File: src/rtl/cpx_pkg.sv
package cpx_pkg;
  typedef enum logic [1:0] {
    K_OTHER = 2'b00,
    K_ESC   = 2'b01,
    K_WAIT  = 2'b10,
    K_RSV   = 2'b11
  } kind_e;

  function automatic logic touches_cop(input logic [1:0] k);
    return (k == K_ESC) || (k == K_WAIT);
  endfunction
endpackage

File: src/rtl/cpx_msw_reg.sv
module cpx_msw_reg #(
  parameter int MSW_W  = 16,
  parameter int TS_BIT = 3
) (
  input  logic             clk,
  input  logic             rst_n,
  input  logic             ts_set,
  input  logic             ts_clr,
  input  logic             msw_ld,
  input  logic [MSW_W-1:0] msw_din,
  output logic [MSW_W-1:0] msw,
  output logic             ts
);
  logic [MSW_W-1:0] word_q;

  for (genvar i = 0; i < MSW_W; i++) begin : g_bit
    if (i == TS_BIT) begin : g_flag
      always_ff @(posedge clk) begin
        if (!rst_n)      word_q[i] <= 1'b0;
        else if (ts_set) word_q[i] <= 1'b1;
        else if (ts_clr) word_q[i] <= 1'b0;
        else if (msw_ld) word_q[i] <= msw_din[i];
      end
    end else begin : g_plain
      always_ff @(posedge clk) begin
        if (!rst_n)      word_q[i] <= 1'b0;
        else if (msw_ld) word_q[i] <= msw_din[i];
      end
    end
  end

  assign msw = word_q;
  assign ts  = word_q[TS_BIT];


  ts_set_chk: assert property (@(posedge clk) disable iff (!rst_n)
    ts_set |=> ts);

  ts_clr_chk: assert property (@(posedge clk) disable iff (!rst_n)
    (ts_clr && !ts_set) |=> !ts);
endmodule

File: src/rtl/cpx_err_latch.sv
module cpx_err_latch (
  input  logic clk,
  input  logic rst_n,
  input  logic cop_err,
  input  logic cop_rst,
  input  logic err_ack,
  output logic err
);
  logic err_q;

  always_ff @(posedge clk) begin
    if (!rst_n)       err_q <= 1'b0;
    else if (cop_rst) err_q <= 1'b0;
    else if (cop_err) err_q <= 1'b1;
    else if (err_ack) err_q <= 1'b0;
  end

  assign err = err_q;


  err_rst_chk: assert property (@(posedge clk) disable iff (!rst_n)
    cop_rst |=> !err);

  err_keep_chk: assert property (@(posedge clk) disable iff (!rst_n)
    (err && !err_ack && !cop_rst) |=> err);
endmodule

File: src/rtl/cpx_dispatch.sv
module cpx_dispatch
  import cpx_pkg::*;
#(
  parameter int         INS_W   = 32,
  parameter logic [7:0] NM_VEC  = 8'd7,
  parameter logic [7:0] ERR_VEC = 8'd16
) (
  input  logic             clk,
  input  logic             rst_n,
  input  logic             ins_valid,
  input  logic [1:0]       ins_kind,
  input  logic [INS_W-1:0] ins_data,
  output logic             ins_ready,
  output logic             cop_valid,
  input  logic             cop_ready,
  output logic [INS_W-1:0] cop_data,
  output logic             cop_wait,
  input  logic             ts,
  input  logic             err,
  output logic             err_ack,
  output logic             stall,
  output logic             exc_valid,
  output logic [7:0]       exc_vector
);
  logic       is_cop;
  logic       gate_open;
  logic       trap_nm;
  logic       trap_er;
  logic       exc_q;
  logic [7:0] vec_q;

  assign is_cop    = touches_cop(ins_kind);
  assign gate_open = ins_valid && is_cop && !exc_q;
  assign trap_nm   = gate_open && ts;
  assign trap_er   = gate_open && !ts && err;

  assign cop_valid = gate_open && !ts && !err;
  assign cop_data  = ins_data;
  assign cop_wait  = (kind_e'(ins_kind) == K_WAIT);
  assign ins_ready = !is_cop || (cop_valid && cop_ready);
  assign stall     = ins_valid && !ins_ready;
  assign err_ack   = trap_er;

  always_ff @(posedge clk) begin
    if (!rst_n) begin
      exc_q <= 1'b0;
      vec_q <= 8'd0;
    end else begin
      exc_q <= trap_nm || trap_er;
      if (trap_nm)      vec_q <= NM_VEC;
      else if (trap_er) vec_q <= ERR_VEC;
    end
  end

  assign exc_valid  = exc_q;
  assign exc_vector = vec_q;


  nm_trap_chk: assert property (@(posedge clk) disable iff (!rst_n)
    (ins_valid && is_cop && ts && !exc_valid) |=> (exc_valid && exc_vector == NM_VEC));

  no_fwd_ts_chk: assert property (@(posedge clk) disable iff (!rst_n)
    cop_valid |-> !ts);

  exc_pulse_chk: assert property (@(posedge clk) disable iff (!rst_n)
    exc_valid |=> !exc_valid);

  exc_hold_chk: assert property (@(posedge clk) disable iff (!rst_n)
    exc_valid |-> !cop_valid);

  other_pass_chk: assert property (@(posedge clk) disable iff (!rst_n)
    (ins_valid && !is_cop) |-> (ins_ready && !cop_valid && !stall));

  err_trap_chk: assert property (@(posedge clk) disable iff (!rst_n)
    (ins_valid && is_cop && !ts && err && !exc_valid) |=> (exc_valid && exc_vector == ERR_VEC));
endmodule

File: src/rtl/cpx_trap_gate.sv
module cpx_trap_gate #(
  parameter int         INS_W   = 32,
  parameter int         MSW_W   = 16,
  parameter int         TS_BIT  = 3,
  parameter logic [7:0] NM_VEC  = 8'd7,
  parameter logic [7:0] ERR_VEC = 8'd16
) (
  input  logic             clk,
  input  logic             rst_n,
  input  logic             ins_valid,
  output logic             ins_ready,
  input  logic [1:0]       ins_kind,
  input  logic [INS_W-1:0] ins_data,
  output logic             cop_valid,
  input  logic             cop_ready,
  output logic [INS_W-1:0] cop_data,
  output logic             cop_wait,
  input  logic             cop_err,
  input  logic             cop_rst,
  output logic             stall,
  output logic             exc_valid,
  output logic [7:0]       exc_vector,
  input  logic             ts_set,
  input  logic             ts_clr,
  input  logic             msw_ld,
  input  logic [MSW_W-1:0] msw_din,
  output logic [MSW_W-1:0] msw
);
  logic ts;
  logic err;
  logic err_ack;

  cpx_msw_reg #(.MSW_W(MSW_W), .TS_BIT(TS_BIT)) u_msw (
    .clk(clk), .rst_n(rst_n), .ts_set(ts_set), .ts_clr(ts_clr),
    .msw_ld(msw_ld), .msw_din(msw_din), .msw(msw), .ts(ts)
  );

  cpx_err_latch u_err (
    .clk(clk), .rst_n(rst_n), .cop_err(cop_err), .cop_rst(cop_rst),
    .err_ack(err_ack), .err(err)
  );

  cpx_dispatch #(.INS_W(INS_W), .NM_VEC(NM_VEC), .ERR_VEC(ERR_VEC)) u_disp (
    .clk(clk), .rst_n(rst_n), .ins_valid(ins_valid), .ins_kind(ins_kind),
    .ins_data(ins_data), .ins_ready(ins_ready), .cop_valid(cop_valid),
    .cop_ready(cop_ready), .cop_data(cop_data), .cop_wait(cop_wait),
    .ts(ts), .err(err), .err_ack(err_ack), .stall(stall),
    .exc_valid(exc_valid), .exc_vector(exc_vector)
  );


  reset_quiet_chk: assert property (@(posedge clk)
    $past(!rst_n) |-> (!exc_valid && msw == '0));
endmodule

File: config.mk
export PLATFORM = sky130hd
export DESIGN_NAME = cpx_trap_gate
export DESIGN_NICKNAME = d
export VERILOG_FILES = /design/src/rtl/cpx_pkg.sv /design/src/rtl/cpx_msw_reg.sv /design/src/rtl/cpx_err_latch.sv /design/src/rtl/cpx_dispatch.sv /design/src/rtl/cpx_trap_gate.sv
export SDC_FILE = /design/constraint.sdc
export NUM_CORES = 1
export LEC_CHECK = 0
export BUFFER_PORTS_ARGS = -buffer_cell sky130_fd_sc_hd__buf_4
export CAP_MARGIN = 15
export CORE_ASPECT_RATIO = 0.7
export CORE_MARGIN = 5
export CORE_UTILIZATION = 37
export CTS_CLUSTER_DIAMETER = 120
export DETAILED_ROUTE_END_ITERATION = 10
export PLACE_DENSITY = 0.84
export SETUP_SLACK_MARGIN = 0.3
export SLEW_MARGIN = 10
export SYNTH_ARGS = -nofsm -noshare
export SYNTH_HDL_FRONTEND = slang
export SYNTH_HIERARCHICAL = 1
export SYNTH_SLANG_ARGS = --single-unit
File: constraint.sdc
create_clock -name clk -period 3.2 [get_ports clk]
set_clock_uncertainty 0.15 [all_clocks]
set_input_delay 0.48 -clock clk [delete_from_list [all_inputs] [get_ports clk]]
set_output_delay 0.48 -clock clk [all_outputs]
set_load 0.02 [all_outputs]
; ---- Word-level counts from Yosys, hierarchy flattened
; Cells that the tools add are included.
[totals]
register_bits = 22
input_bits = 59
out_inout_bits = 61
[op_classes]
n_eq_ne = 2
mux = 7
bitwise = 1
n_reduce_logical = 21
[ops]
columns = operator, count
row1 = logical AND 1 bit, 8
row2 = two-way mux 3 bit, 2
row3 = zero test 1 bit, 5
row4 = two-way mux 1 bit, 5
row5 = nonzero test 2 bit, 2
row6 = OR reduction 2 bit, 2
row7 = logical OR 1 bit, 3
row8 = nonzero test 3 bit, 1
row9 = == test 2 x 1 -> 1 bit (second input constant), 1
row10 = == test 2 bit (second input constant), 1
row11 = inverter 1 bit, 1

; ---- Logic depth before layout (Yosys ltp)
[depth]
word_depth = 10
depth_mapped = 6
mapped_depth_nobuf = 6

; ---- By module
; Netlist, hierarchy kept.
[modules_own_cells]
columns = module, instances, cells_each, area_each_um2
row1 = cpx_msw_reg, 1, 54, 631.9
row2 = cpx_dispatch, 1, 59, 474.2
row3 = cpx_err_latch, 1, 4, 40.0

; ---- Worst setup path after synthesis
; OpenSTA, ideal clock, no wires.
[synth_timing]
path_type = input -> output
startpoint = in ins_kind[0]
endpoint = out cop_valid
arrival_time_ps = 1675
t_required_ps = 2570
path_slack_ps = 895
cell_stages = 4
n_path_buf = 0
cell_sequence = inv_1 ha_1 or3b_1 nor3_1
[synth_between]
elab_chain_len = 6
elab_cells_between_ends = 7
classes_between = eq/ne (2) / reduce/logical (5)
[synth_rtl]
columns = item, line
row1 = "start, declared", cpx_trap_gate.sv:12  ; input logic [1:0] ins_kind,
row2 = == test 2 x 1 -> 1 bit or == test 2 bit (tied branches), cpx_pkg.sv:10  ; return (k == K_ESC) || (k == K_WAIT);
row3 = logical OR 1 bit *, cpx_pkg.sv:10
row4 = logical AND 1 bit * (2 in series), cpx_dispatch.sv:33  ; assign gate_open = ins_valid && is_cop && !exc_q;
row5 = logical AND 1 bit * (2 in series), cpx_dispatch.sv:37  ; assign cop_valid = gate_open && !ts && !err;
row6 = "end, declared", cpx_trap_gate.sv:14  ; output logic cop_valid,
; Every way passes the cells marked *; elsewhere a longest branch is shown, timed or not.

; ---- Worst setup path after layout
; Ends and elaborated chain as after synthesis.

==> metrics.txt <==
core area 0.002883 mm²; kind of critical path in2out; Yosys cell types 23; crit path launch type input pin; final setup vio count 0; post-detail-place hpwl 1831 µm; Final nets 194; Final Wtd Congestion 0.6063; Ant. Diodes 0; Non-Filler Instances 168; Min-Delay Path Class in2reg; Slew Limit Fails 0; Hold WS 0.3029 ns; Syn-to-layout area delta 13.32%; DR WL/cell 13.36 µm; Die Y 56.57 µm; crit path cell chain buf_4 > inv_1 > ha_1 > or3b_1 > nor3_1 > buf_4; top area cells in the synthesized netlist dfxtp_1 35%, buf_4 26%, mux2i_1 14%; design area 0.001299 mm²; CP Max Fanout 5; sequential area share after synthesis 34.93%; post-CTS sizing 0; cell with the most instances after synthesis buf_4; max-cap violations 0; CTS root buf clkbuf_8; area leader, netlist dfxtp_1; total design power 0.5564 mW; crit share post-route 72.84%; dpl cells 165; status completed; CTS tree built; IO Port Bufs 51; # IOs 120; Vias 774; CP top delay family simple AND/OR/NAND/NOR gates; most frequent cells after synthesis 39 x buf_4, 20 x dfxtp_1, 17 x nor2b_1, 16 x mux2i_1, 5 x inv_1; All-Layer GR Usage 9.771%; CTS clock-pin slew for the worst setup and hold paths 0.07 ns; Initial Util 39.76%; DR DRC count 0; Bufs and invs on worst path 3; TNS Setup 0 ns; share of the synthesized area in the top cell type 34.93%; post-synthesis cell count 117; CP required 2.57 ns; TritonCTS buffer count 3; clock sinks 20; commonest register cell after synthesis dfxtp_1; Final min period 2.331 ns; Synth Warn # 6; antenna violations before repair 0; die outline width 76.52 µm; layout cell share with drive strength beyond 1 43.18%; Max IR drop VDD 257.5 µV; largest net degree at the start of global routing 22; Setup Buffers After CTS 0; Leakage 0.6664 nW; CP max stage delay 0.41 ns; first-pass GRT wire length 3525 µm; DIE AREA 0.004328 mm²; FF+latch count, synth 20; grt total ovfl 0; Vias/cell 4.607; crit-path most repeated cell buf_4; H-tree depth 1; Post-DP Area 0.001257 mm²; Hold Vio Cnt, Final 0; Skew-Pair Late Insertion Delay 0.25 ns; number of enable flip-flop cells after synthesis 0; pwr/cell area 428.4 mW/mm²; unrepaired setup endpoints after global routing false; Final ANT Viol Nets 0; max frequency 429.0 MHz; Post-synth ARST share 0%; Clock Tree Buf Depth 2; syn avg cell area 9.796 µm²; fillers 288; synthesized cell area 0.001146 mm²; Initial DRT Pass Iterations 4; final WL 2245 µm; Std-Cell Rows 16; vias in the first global route 782; worst endpoint data arrival time 1.70 ns; cts hold-fix bufs 0; CP Capture Type primary output; Critical-path top delay cell or3b_1; 1st-iter DRT viols 10
-- logic make-up (layout without fill, tap and decap cells) --
| family | after synthesis | after routing | synth area share [%] |
|---|---|---|---|
| AO/OA/AOI/OAI | 6 | 6 | 4.476 |
| other | 1 | 4 | 0.3272 |
| multiplexers | 16 | 16 | 13.97 |
| buffers and inverters | 47 | 59 | 30.24 |
| adder cells (fa/ha/maj) | 1 | 1 | 1.092 |
| flip-flops | 20 | 20 | 34.93 |
| AND/OR/NAND/NOR | 26 | 26 | 14.96 |
-- placed cells by master, fill, tap and decap left out --
cell type,instances
a311oi_1,1
a41o_2,1
buf_4,51
dfxtp_1,20
conb_1,4
nand2_1,2
mux2i_1,16
nand4bb_1,1
or3b_1,1
nand2b_1,1
ha_1,1
nor3_2,1
and4bb_2,1
o22ai_1,1
nor3_1,1
nor2b_1,17
clkbuf_8,3
o21ai_1,1
inv_1,5
o211a_1,2
nor2_1,1
-- through the flow --
stage | setup WS [ns] | util (%)
2_1_floorplan | 0.8946 | -
5_1_grt | 0.8667 | 45.05
3_3_place_gp | 0.9693 | 43.62
6_report | 0.8690 | 45.05
3_5_place_dp | 0.8770 | 43.62
4_1_cts | 0.8724 | 45.05
-- state kept, by name, summed over array words and instances, names as in the netlist --
| register | count |
|---|---|
| u_err/err | 1 |
| u_disp/exc_vector | 2 |
| u_disp/exc_valid | 1 |
| u_msw/ts | 1 |
| u_msw/msw | 15 |
-- metal layers --
layer	global-route usage [%]	wire length [µm]
met5	0	0
met3	4.473	137
met1	9.030	830
met4	3.242	42
met2	18.90	1234
-- where the power goes --
group          internal (mW)  switching (mW)  leakage [nW]
clock network         0.0835          0.0730        0.0216
registers              0.263         0.00912         0.165
logic                 0.0649          0.0626         0.480
-- layout make-up --
type                       instances  area [µm²]  share of cell area (%)
clock buffer                       3       41.29                   3.179
inverter                           5       18.77                   1.445
multi-input combinational         53       410.4                   31.60
sequential                        20       400.4                   30.83
tap                               36       45.04                   3.468
timing repair buffer              51       382.9                   29.48
-- worst paths after layout --
kind / start / to / slack (ns) / cells past startpoint
max: ins_kind[0] / cop_valid / 0.87 / 6
min: ts_set / u_msw/ts / 0.30 / 3
max reg2reg: u_disp/exc_valid / u_err/err / 1.90 / 4
min reg2reg: u_disp/exc_vector[4] / u_disp/exc_vector[4] / 0.35 / 1
-- worst min-delay path, stage by stage --
cell and delay (ns):
buf_4 0.08, nand2_1 0.04, o21ai_1 0.07
No activity file was read; power rests on OpenSTA's default activity.
